[src/rtl/tpg_pkg.sv]
package tpg_pkg;

    // Pattern select codes; the numeric values are the external encoding.
    typedef enum logic [2:0] {
        SEL_LIVE   = 3'b000,
        SEL_ZEROS  = 3'b001,
        SEL_ONES   = 3'b010,
        SEL_ALT    = 3'b011,
        SEL_RAMP   = 3'b100,
        SEL_CUSTOM = 3'b101,
        SEL_RSVD_A = 3'b110,
        SEL_RSVD_B = 3'b111
    } pat_sel_e;

    // Only one format code selects offset binary.
    localparam logic [1:0] FMT_OFFSET_CODE = 2'b11;

    // Variant selector for the sequence generator.
    localparam int SEQ_RAMP = 0;
    localparam int SEQ_ALT  = 1;

    // Decoded per-cycle control for the datapath.
    typedef struct packed {
        pat_sel_e sel;          // effective select after enable/reserved folding
        logic     offset_bin;   // invert MSB at the output
        logic     ramp_active;
        logic     ramp_restart; // first cycle of ramp mode
        logic     alt_active;
        logic     alt_restart;  // first cycle of alternating mode
    } tpg_ctrl_t;

    // Fold the disable and reserved codes onto the live path.
    function automatic pat_sel_e resolve_sel(input logic [2:0] raw, input logic en);
        pat_sel_e s;
        if (!en) begin
            s = SEL_LIVE;
        end else begin
            case (raw)
                3'b110, 3'b111: s = SEL_LIVE;
                default:        s = pat_sel_e'(raw);
            endcase
        end
        return s;
    endfunction

    function automatic logic is_offset_fmt(input logic [1:0] f);
        return (f == FMT_OFFSET_CODE);
    endfunction

    // Alternating word of width w whose MSB is 1: bits w-1, w-3, ... set.
    function automatic logic [63:0] alt_word_msb_one(input int w);
        logic [63:0] r;
        r = '0;
        for (int i = 0; i < w; i++) begin
            r[i] = ((w - 1 - i) % 2) == 0;
        end
        return r;
    endfunction

endpackage

[src/rtl/tpg_ctrl_decode.sv]
module tpg_ctrl_decode
    import tpg_pkg::*;
(
    input  logic       clk,
    input  logic       rst,
    input  logic [2:0] pat_sel,
    input  logic       dig_en,
    input  logic [1:0] fmt_sel,
    output tpg_ctrl_t  ctrl
);

    pat_sel_e eff_sel;
    pat_sel_e prev_sel_q;
    logic     ramp_now;
    logic     alt_now;

    always_comb begin
        eff_sel  = resolve_sel(pat_sel, dig_en);
        ramp_now = (eff_sel == SEL_RAMP);
        alt_now  = (eff_sel == SEL_ALT);
    end

    // Remember the effective mode of the last cycle to spot mode entry.
    always_ff @(posedge clk) begin
        if (rst) begin
            prev_sel_q <= SEL_LIVE;
        end else begin
            prev_sel_q <= eff_sel;
        end
    end

    always_comb begin
        ctrl.sel          = eff_sel;
        ctrl.offset_bin   = is_offset_fmt(fmt_sel);
        ctrl.ramp_active  = ramp_now;
        ctrl.ramp_restart = ramp_now && (prev_sel_q != SEL_RAMP);
        ctrl.alt_active   = alt_now;
        ctrl.alt_restart  = alt_now && (prev_sel_q != SEL_ALT);
    end

endmodule

[src/rtl/tpg_seq_gen.sv]
module tpg_seq_gen
    import tpg_pkg::*;
#(
    parameter int W    = 14,
    parameter int KIND = SEQ_RAMP
) (
    input  logic         clk,
    input  logic         rst,
    input  logic         active,
    input  logic         restart,
    output logic [W-1:0] value
);

    localparam logic [W-1:0] ONE   = {{(W-1){1'b0}}, 1'b1};
    localparam logic [63:0]  ALT64 = alt_word_msb_one(W);
    localparam logic [W-1:0] ALT_A = ALT64[W-1:0];
    localparam logic [W-1:0] ALT_B = ~ALT_A;

    generate
        if (KIND == SEQ_RAMP) begin : g_ramp
            logic [W-1:0] cnt_q;
            logic [W-1:0] cur;

            // On entry the current word is forced to 0, then counting resumes.
            assign cur   = restart ? '0 : cnt_q;
            assign value = cur;

            always_ff @(posedge clk) begin
                if (rst) begin
                    cnt_q <= '0;
                end else if (active) begin
                    cnt_q <= cur + ONE;   // natural wrap at full range
                end
            end
        end else begin : g_alt
            logic phase_q;
            logic cur_phase;

            assign cur_phase = restart ? 1'b0 : phase_q;
            assign value     = cur_phase ? ALT_B : ALT_A;

            always_ff @(posedge clk) begin
                if (rst) begin
                    phase_q <= 1'b0;
                end else if (active) begin
                    phase_q <= ~cur_phase;
                end
            end
        end
    endgenerate

endmodule

[src/rtl/tpg_word_select.sv]
module tpg_word_select
    import tpg_pkg::*;
#(
    parameter int W    = 14,
    parameter int LO_W = 8
) (
    input  pat_sel_e          sel,
    input  logic              offset_bin,
    input  logic [W-1:0]      live_data,
    input  logic [W-1:0]      ramp_val,
    input  logic [W-1:0]      alt_val,
    input  logic [W-LO_W-1:0] custom_hi,
    input  logic [LO_W-1:0]   custom_lo,
    output logic [W-1:0]      word
);

    localparam logic [W-1:0] MSB_MASK = {1'b1, {(W-1){1'b0}}};

    logic [W-1:0] chosen;

    always_comb begin
        case (sel)
            SEL_ZEROS:  chosen = '0;
            SEL_ONES:   chosen = '1;
            SEL_ALT:    chosen = alt_val;
            SEL_RAMP:   chosen = ramp_val;
            SEL_CUSTOM: chosen = {custom_hi, custom_lo};
            default:    chosen = live_data;
        endcase
    end

    // Format after pattern choice: offset binary is the MSB flipped.
    assign word = offset_bin ? (chosen ^ MSB_MASK) : chosen;

endmodule

[src/rtl/adc_test_pattern_gen.sv]
module adc_test_pattern_gen
    import tpg_pkg::*;
#(
    parameter int DATA_W = 14,
    parameter int LO_W   = 8
) (
    input  logic                   clk,
    input  logic                   rst,
    input  logic [DATA_W-1:0]      in_data,
    input  logic                   in_valid,
    input  logic [2:0]             pat_sel,
    input  logic [DATA_W-LO_W-1:0] custom_hi,
    input  logic [LO_W-1:0]        custom_lo,
    input  logic [1:0]             fmt_sel,
    input  logic                   dig_en,
    output logic [DATA_W-1:0]      out_word,
    output logic                   out_valid
);

    tpg_ctrl_t         ctrl;
    logic [DATA_W-1:0] ramp_val;
    logic [DATA_W-1:0] alt_val;
    logic [DATA_W-1:0] next_word;

    tpg_ctrl_decode u_ctrl (
        .clk     (clk),
        .rst     (rst),
        .pat_sel (pat_sel),
        .dig_en  (dig_en),
        .fmt_sel (fmt_sel),
        .ctrl    (ctrl)
    );

    tpg_seq_gen #(.W(DATA_W), .KIND(SEQ_RAMP)) u_ramp (
        .clk     (clk),
        .rst     (rst),
        .active  (ctrl.ramp_active),
        .restart (ctrl.ramp_restart),
        .value   (ramp_val)
    );

    tpg_seq_gen #(.W(DATA_W), .KIND(SEQ_ALT)) u_alt (
        .clk     (clk),
        .rst     (rst),
        .active  (ctrl.alt_active),
        .restart (ctrl.alt_restart),
        .value   (alt_val)
    );

    tpg_word_select #(.W(DATA_W), .LO_W(LO_W)) u_sel (
        .sel        (ctrl.sel),
        .offset_bin (ctrl.offset_bin),
        .live_data  (in_data),
        .ramp_val   (ramp_val),
        .alt_val    (alt_val),
        .custom_hi  (custom_hi),
        .custom_lo  (custom_lo),
        .word       (next_word)
    );

    always_ff @(posedge clk) begin
        if (rst) begin
            out_word  <= '0;
            out_valid <= 1'b0;
        end else begin
            out_word  <= next_word;
            out_valid <= in_valid;
        end
    end

endmodule

[config.mk]
export PLATFORM = sky130hd
export DESIGN_NAME = adc_test_pattern_gen
export DESIGN_NICKNAME = d
export VERILOG_FILES = /design/src/rtl/tpg_pkg.sv /design/src/rtl/tpg_ctrl_decode.sv /design/src/rtl/tpg_seq_gen.sv /design/src/rtl/tpg_word_select.sv /design/src/rtl/adc_test_pattern_gen.sv
export SDC_FILE = /design/constraint.sdc
export NUM_CORES = 1
export LEC_CHECK = 0
export BUFFER_PORTS_ARGS = -buffer_cell sky130_fd_sc_hd__buf_4
export CAP_MARGIN = 20
export CORE_ASPECT_RATIO = 0.9
export CORE_MARGIN = 2
export CORE_UTILIZATION = 50
export DETAILED_ROUTE_END_ITERATION = 6
export PLACE_DENSITY = 0.87
export SETUP_SLACK_MARGIN = 0.05
export SLEW_MARGIN = 20
export SYNTH_ARGS = -nofsm -noshare
export SYNTH_HDL_FRONTEND = slang
export SYNTH_SLANG_ARGS = --single-unit
[constraint.sdc]
create_clock -name clk -period 2.5 [get_ports clk]
set_input_delay 0.5 -clock clk [delete_from_list [all_inputs] [get_ports clk]]
set_output_delay 0.5 -clock clk [all_outputs]
set_load 0.02 [all_outputs]
== Yosys cells after proc, flatten, opt, wreduce, memory -nomap -nowiden ==
Cells that the tools add are included.

* $add $sub $neg: 1
* Multipliers: 0
* Div/mod/pow operators: 0
* Magnitude comparators: 0
* Eq/ne operators: 10
* Shift operators: 0
* Multiplexer cells: 7
* Bitwise logic cells: 2
* Reduce and logical (&&, ||, !) cells: 3

{| class="wikitable"
|+ Operator list
! cell !! count
|-
| $pmux W14 S5 || 1
|-
| $mux W14 || 3
|-
| $add A14 B1 Y14 const B || 1
|-
| $eq A3 B3 Y1 const B || 4
|-
| $eq A3 B2 Y1 const B || 2
|-
| $mux W3 || 2
|-
| $eq A3 B1 Y1 const B || 1
|-
| $ne A3 B2 Y1 const B || 1
|-
| $ne A3 B3 Y1 const B || 1
|-
| $eq A2 B2 Y1 const B || 1
|-
| $logic_and A1 B1 Y1 || 2
|-
| $not A1 Y1 || 2
|-
| $reduce_or A2 Y1 || 1
|-
| $mux W1 || 1
|}

* Register bits: 33
* Bits in latches: 0
* RAM bits: 0
* Memory bits (read-only): 0
* Bits of input ports: 37
* Output and inout port bits: 15
* Word-level logic and storage cells: 28
* Memories: 0

== Logic depth before layout (Yosys ltp) ==
Gate-level depths: netlist (run 1).

* Word-level depth: 11
* Gate-level depth with buffers: 9
* Mapped depth without buffers: 7

== Hierarchy ==
Synthesis (run 1) repeated with hierarchy kept, for this count alone.

* Cell total of the unflattened synthesis: 272
* Area total of the unflattened synthesis: 2112.0 µm²

{| class="wikitable"
|+ Modules (own cells, without submodules)
! module !! instances !! cells each !! area each (µm²) !! sequential area each (µm²)
|-
| tpg_seq_gen at u_ramp || 1 || 103 || 848.3 || 280.3
|-
| tpg_word_select || 1 || 99 || 514.2 || 0.0
|-
| adc_test_pattern_gen || 1 || 31 || 432.9 || 300.3
|-
| tpg_ctrl_decode || 1 || 20 || 163.9 || 60.1
|-
| tpg_seq_gen at u_alt || 1 || 19 || 152.6 || 20.0
|}

== Least setup slack after synthesis (run 1) ==
Ideal clock, no wire load.

* Path kind: input port to flip-flop
* Start point: input dig_en
* End point: register u_ramp.g_ramp.cnt_q[8]
* Setup time: 91 ps
* Arrival time: 2095 ps
* Required time: 2409 ps
* Setup slack: 314 ps
* Cell stages on the path: 9
* Path buffers: 2
* Path through: clkbuf_2 and4bb_1 buf_4 a21boi_0 ha_1 nand3_1 nor4_2 nor2_1 a311oi_1

* Cells in the longest elaborated chain, start to end: 5

{| class="wikitable"
|+ Ends and longest elaborated chain
! element !! RTL line !! text
|-
| start: declaration || adc_test_pattern_gen.sv:15 || <nowiki>input logic dig_en,</nowiki>
|-
| $mux W3 (*) || tpg_pkg.sv:35 || <nowiki>if (!en) begin</nowiki>
|-
| $eq A3 B3 Y1 (*) || tpg_ctrl_decode.sv:19 || <nowiki>ramp_now = (eff_sel == SEL_RAMP);</nowiki>
|-
| $logic_and A1 B1 Y1 || tpg_ctrl_decode.sv:36 || <nowiki>ctrl.ramp_restart = ramp_now && (prev_sel_q != SEL_RAMP);</nowiki>
|-
| $mux W14 || tpg_seq_gen.sv:25 || <nowiki>assign cur = restart ? '0 : cnt_q;</nowiki>
|-
| $add A14 B1 Y14 || tpg_seq_gen.sv:32 || <nowiki>cnt_q <= cur + ONE;</nowiki>
|-
| end signal: assignment || tpg_seq_gen.sv:32 ||
|-
| end: declaration || tpg_seq_gen.sv:21 || <nowiki>logic [W-1:0] cnt_q;</nowiki>
|}

Mark *: on every way between the ends. The rest lies on a longest branch, timed or not.
A chain may end at the register's enable or synchronous reset.

== Worst setup path after layout (run 1) ==
* Start point: register u_ctrl.prev_sel_q[0]
* End point: register u_ramp.g_ramp.cnt_q[8]

* Cells in the longest elaborated chain, start to end: 4

{| class="wikitable"
|+ Ends and longest elaborated chain
! element !! RTL line !! text
|-
| start: declaration || tpg_ctrl_decode.sv:13 || <nowiki>pat_sel_e prev_sel_q;</nowiki>
|-
| start signal: assignment || tpg_ctrl_decode.sv:28 || <nowiki>prev_sel_q <= eff_sel;</nowiki>
|-
| $ne A3 B3 Y1 || tpg_ctrl_decode.sv:36 ||
|-
| $logic_and A1 B1 Y1 || tpg_ctrl_decode.sv:36 ||
|-
| $mux W14 || tpg_seq_gen.sv:25 ||
|-
| $add A14 B1 Y14 || tpg_seq_gen.sv:32 ||
|}

No other way between the ends.

==> flow_summary.yaml, run 1 <==
global_route:
  grt_util_all_layers: 0.254
  grt_first_pass_wirelength_um: 7880
  grt_pass1_vias: 1793
  overflow: 0
  grt_max_degree: 20
  antenna_found_initial: 0
clock_network:
  h-tree-depth: 2
  cts_setup_buffers: 0
  clock-root-buffer: "clkbuf_8"
  clk_pin_slew_ns: 0.07
  post_cts_resized: 0
  cts_tree: "done"
  cts_inserted_buffers: 5
  cts.sinks: 33
  cts_buffer_depth: 2
  clock_latency_ns: 0.28
  postCtsHoldBufs: 0
hold_path:
  hold_path_class: "in2reg"
place:
  gp_congestion: 0.889
  dp.cells: 293
  post-dp-hpwl_um: 3510
  io_buffers: 51
drt:
  ant_nets: 0
  routedWlPerCell_um: 16.1
  drc: 0
  drtPass1Iterations: 4
  vias: 1829
  initialDrtViolationCount: 105
  via_per_inst: 6.08
  totalWireLength_um: 4850
logic_synthesis:
  yosys.area.top_type: "dfxtp_1"
  syn_avg_cell_area_um2: 8.49
  netlist_area_um2: 1770
  synth-seq-cells: 33
  yosysWarnings: 0
  synth_ff_type: "dfxtp_1"
  synthArstFlopShare: 0
  yosysTopAreaCellShare: 0.374
  ys_seq_area_frac: 0.374
  synth_edf_count: 0
  syn-num-nets: 247
  ys_types: 50
  synthCells: 208
  yosys-top-cells-area: "dfxtp_1, a21oi_1, nand3_1"
cells_and_area:
  layout_commonest_cell: "buf_4"
  nNetsFinal: 295
  diodes: 0
  fillCellCount: 292
  syn_to_final_growth_pct: 28.0
  utilization: 0.669
  layout_common_cells: "buf_4, dfxtp_1, a21oi_1"
  instances_no_fill: 301
  drive_above_1_share: 0.304
timing:
  fmax_mhz: 435
  final.period_utilization: 0.920
  maxSlewHeadroom: 0.679
  tns_ns: 0
  setup_viol: 0
  hold_violations: 0
  rsz0062_at_grt: "false"
  worst_slew_pin_slew_ns: 0.482
  slew_violations: 0
  fin_crit_ns: 2.30
  hold_ws_ns: 0.434
  skew_ns: 0.00302
critical_path:
  crit_chain: "or3b_1 -> a21boi_0 -> ha_1 -> nand3_1 -> nor4_2 -> nor2_1 -> a311oi_1"
  endpoint_kind: "register"
  critPathMaxStageDelay_ns: 0.49
  reg2reg_slack_ns: 0.20
  start_kind: "register"
  crit_family: "simple AND/OR/NAND/NOR gates"
  path_buf_inv: 0
  required_ns: 2.69
  cp_slowest_cell: "or3b_1"
  cp_max_fo: 6
  worst-endpoint-arrival_ns: 2.49
  crit_type: "reg2reg"
run_status:
  status: "finished, final reports clean"
floorplanning:
  fp.dieArea_um2: 4030
  rows: 20
  coreArea_um2: 3380
  die_w_um: 66.7
  io_pins: 52
  initial_core_util: 0.523
  die_height_um: 60.4
pwr:
  report.power.total_mw: 1.13
  power.static_leakage_nw: 0.946
  pwr_density_cell_nw_per_um2: 499
  ir_drop_uv: 335
run:
  maxCapViolCount: 0
worst reg2reg max path: cells and delay by family (launching register included):
family / cells / cell delay, ns
simple gates: 4 / 1.09
flops: 1 / 0.33
compound gates: 2 / 0.56
fa+ha+maj: 1 / 0.24
cells in the mapped netlist, drive strengths merged (2+ instances only):
cell,n
nand2,16
dfxtp,33
a32o,2
o211a,6
nand2b,2
ha,2
clkbuf,10
nor4,6
or3,3
a31oi,8
a211oi,2
buf,7
nor2,7
o21ai,14
nor3,2
a21boi,2
a21oi,19
nand4,4
and3,4
and2,6
inv,5
o221a,7
nand3,17
and4,2
stage by stage:
stage | cell area [um^2] | setup WS [ns]
finish | 2260 | 0.200
global route | 2260 | 0.0630
CTS | 2260 | 0.224
detailed placement | 2180 | 0.150
global placement | 2180 | 0.322
floorplan | 1770 | 0.314
logic make-up (layout without fill, tap and decap cells):
kind of cell | Yosys count | after routing | share of synthesized area
AO/OA/AOI/OAI | 66 | 66 | 0.263
flip-flops | 33 | 33 | 0.374
XOR/XNOR | 1 | 1 | 0.00496
buffers and inverters | 22 | 71 | 0.0552
AND/OR/NAND/NOR | 82 | 82 | 0.277
adder cells (fa/ha/maj) | 2 | 2 | 0.0142
multiplexers | 2 | 2 | 0.0120
registers in the layout, indices dropped and copies added, names as in the netlist:
| register | cells |
|---|---|
| out_valid | 1 |
| out_word | 14 |
| u_alt.g_alt.phase_q | 1 |
| u_ctrl.prev_sel_q | 3 |
| u_ramp.g_ramp.cnt_q | 14 |
routing by layer:
metal	vias to the layer above	wire, um	share of wire	track usage
met3	4	384	0.079	0.0519
met5	-	0	0	0
met1	853	2140	0.44	0.316
met2	90	2310	0.48	0.453
met4	0	19	0.0039	0.0671
li1	882	-	-	-
final timing paths:
check,startpoint,endpoint,cells past startpoint
max,u_ctrl.prev_sel_q[0]$_SDFF_PP0_,u_ramp.g_ramp.cnt_q[8]$_SDFFE_PP0P_,7
min,in_valid,out_valid$_SDFF_PP0_,2
max reg2reg,u_ctrl.prev_sel_q[0]$_SDFF_PP0_,u_ramp.g_ramp.cnt_q[8]$_SDFFE_PP0P_,7
min reg2reg,u_ramp.g_ramp.cnt_q[13]$_SDFFE_PP0P_,u_ramp.g_ramp.cnt_q[13]$_SDFFE_PP0P_,2
layout make-up:
class | instances | area, um^2 | share of cell area
clock buffers | 6 | 72.6 | 0.0321
inverters | 5 | 18.8 | 0.00830
well taps | 44 | 55.1 | 0.0243
clock inverters | 2 | 10.0 | 0.00443
multi-input cells | 153 | 1010 | 0.446
flip-flops and latches | 33 | 661 | 0.292
repair buffers | 58 | 435 | 0.193
power by group:
group / internal (mW) / total, mW / switching, mW
Sequential: 0.547 / 0.555 / 0.00789
Clock: 0.193 / 0.381 / 0.188
Combinational: 0.0955 / 0.193 / 0.0977
Total: 0.835 / 1.13 / 0.293
No activity file was read; power rests on OpenSTA's default activity.
==> inputs of run 2 (changes only) <==
--- a/config.mk
+++ b/config.mk
@@ -13,5 +13,4 @@
 export DETAILED_ROUTE_END_ITERATION = 6
-export PLACE_DENSITY = 0.87
+export PLACE_DENSITY = 0.77
 export SETUP_SLACK_MARGIN = 0.05
-export SLEW_MARGIN = 20
 export SYNTH_ARGS = -nofsm -noshare
--- a/constraint.sdc
+++ b/constraint.sdc
@@ -3,2 +3,2 @@
 set_output_delay 0.5 -clock clk [all_outputs]
-set_load 0.02 [all_outputs]
+set_load 0.05 [all_outputs]
==> run 2 against run 1 <==
Effect of this change: total power rose by 8.6%; first-iteration DRC count rose by 29%; maximum frequency rose by 3.2%; highest routed layer unchanged; clock-buffer cell count rose by 1; clock power rose by 15%; non-clock buffer count did not move; flip-flop and latch count did not move; critical path depth did not move; worst hold slack barely moved; routed wire length fell by 3.7%; core utilization rose by 0.56 points.
==> flow_summary.yaml, run 2 (synthesis results as in run 1) <==
run_status:
  status: "finished, final reports clean"
drt:
  via_per_inst: 5.91
  ant_nets: 0
  vias: 1779
  routedWlPerCell_um: 15.5
  drtPass1Iterations: 4
  initialDrtViolationCount: 135
  totalWireLength_um: 4670
  drc: 0
floorplanning:
  coreArea_um2: 3380
  die_height_um: 60.4
  io_pins: 52
  die_w_um: 66.7
  initial_core_util: 0.523
  fp.dieArea_um2: 4030
  rows: 20
timing:
  fin_crit_ns: 2.23
  worst_slew_pin_slew_ns: 0.466
  tns_ns: 0
  setup_viol: 0
  rsz0062_at_grt: "false"
  maxSlewHeadroom: 0.689
  slew_violations: 0
  final.period_utilization: 0.891
  fmax_mhz: 449
  hold_violations: 0
  skew_ns: 0.00991
clock_network:
  clk_pin_slew_ns: 0.07
  cts_inserted_buffers: 5
  h-tree-depth: 2
  cts_buffer_depth: 2
  clock_latency_ns: 0.28
  post_cts_resized: 0
  cts_tree: "done"
  cts_setup_buffers: 0
  clock-root-buffer: "clkbuf_8"
  cts.sinks: 33
  postCtsHoldBufs: 0
pwr:
  ir_drop_uv: 522
  power.static_leakage_nw: 0.958
  pwr_density_cell_nw_per_um2: 538
cells_and_area:
  diodes: 0
  design_area_um2: 2280
  fillCellCount: 302
  layout_commonest_cell: "buf_4"
  drive_above_1_share: 0.307
  syn_to_final_growth_pct: 29.0
  nNetsFinal: 295
  reg.largest.list: "out_word: 14 flops, u_ramp.g_ramp.cnt_q: 14 flops, u_ctrl.prev_sel_q: 3 flops"
  layout_common_cells: "buf_4, dfxtp_1, a21oi_1"
  utilization: 0.675
critical_path:
  crit_start: "u_ctrl.prev_sel_q[0]$_SDFF_PP0_"
  reg2reg_depth: 7
  required_ns: 2.69
  crit_type: "reg2reg"
  endpoint_kind: "register"
  cp_max_fo: 9
  r2r-end: "u_ramp.g_ramp.cnt_q[8]$_SDFFE_PP0P_"
  worst-endpoint-arrival_ns: 2.42
  reg2reg_slack_ns: 0.27
  critPathMaxStageDelay_ns: 0.54
  endpoint: "u_ramp.g_ramp.cnt_q[8]$_SDFFE_PP0P_"
  start_kind: "register"
  cp_slowest_cell: "or3b_1"
  crit_chain: "or3b_1 -> a21boi_1 -> ha_1 -> nand3_1 -> nor4_2 -> nor2_1 -> a311oi_1"
  r2r-start: "u_ctrl.prev_sel_q[0]$_SDFF_PP0_"
run:
  maxCapViolCount: 0
place:
  io_buffers: 51
  place_area_um2: 2180
  gp_congestion: 0.944
  post-dp-hpwl_um: 3430
hold_path:
  hold_path_class: "in2reg"
global_route:
  grt_first_pass_wirelength_um: 7560
  overflow: 0
  grt_pass1_vias: 1577
  grt_util_all_layers: 0.250
  grt_max_degree: 20
  antenna_found_initial: 0
run 2: layout make-up:
cell class | instances | area (um^2) | share of cell area
multi-input cells | 153 | 1010 | 0.442
flip-flops and latches | 33 | 661 | 0.290
repair buffers | 58 | 435 | 0.191
clock buffers | 7 | 96.3 | 0.0423
well taps | 44 | 55.1 | 0.0241
inverters | 5 | 18.8 | 0.00823
clock inverters | 1 | 5.00 | 0.00220
run 2: worst min-delay path by stage:
stage	slack, ns	endpoint	from	cells past startpoint
after floorplan	0.45	u_ramp.g_ramp.cnt_q[13]$_SDFFE_PP0P_	u_ramp.g_ramp.cnt_q[13]$_SDFFE_PP0P_	2
after global placement	0.46	u_ramp.g_ramp.cnt_q[13]$_SDFFE_PP0P_	u_ramp.g_ramp.cnt_q[13]$_SDFFE_PP0P_	2
after detailed placement	0.47	u_ramp.g_ramp.cnt_q[13]$_SDFFE_PP0P_	u_ramp.g_ramp.cnt_q[13]$_SDFFE_PP0P_	2
after CTS	0.44	out_valid$_SDFF_PP0_	in_valid	2
after global routing	0.42	out_valid$_SDFF_PP0_	in_valid	2
final	0.43	out_valid$_SDFF_PP0_	in_valid	2
run 2: power breakdown:
group	internal (mW)	switching (mW)
Combinational	0.0966	0.139
Sequential	0.547	0.00643
Clock	0.249	0.189
run 2: per-layer routing:
metal | vias up | GRT usage | wire length [um]
li1 | 882 | - | -
met1 | 809 | 0.337 | 2030
met2 | 84 | 0.403 | 2240
met3 | 4 | 0.0668 | 371
met4 | 0 | 0.0671 | 26
met5 | - | 0 | 0
run 2: critical path, delay by kind of cell, from the launching register on:
kind | cells | cell delay [ns]
compound gates | 2 | 0.51
fa+ha+maj | 1 | 0.24
simple gates | 4 | 1.08
flops | 1 | 0.33
run 2: stage by stage:
stage               std cells  total power [mW]  setup slack [ns]  hold WS, ns
floorplan                 208             0.708             0.314        0.446
global placement          293             0.796             0.325        0.456
detailed placement        293             0.799             0.216        0.467
CTS                       301              1.23             0.186        0.439
global route              301              1.28            0.0509        0.423
finish                    301              1.23             0.271        0.434
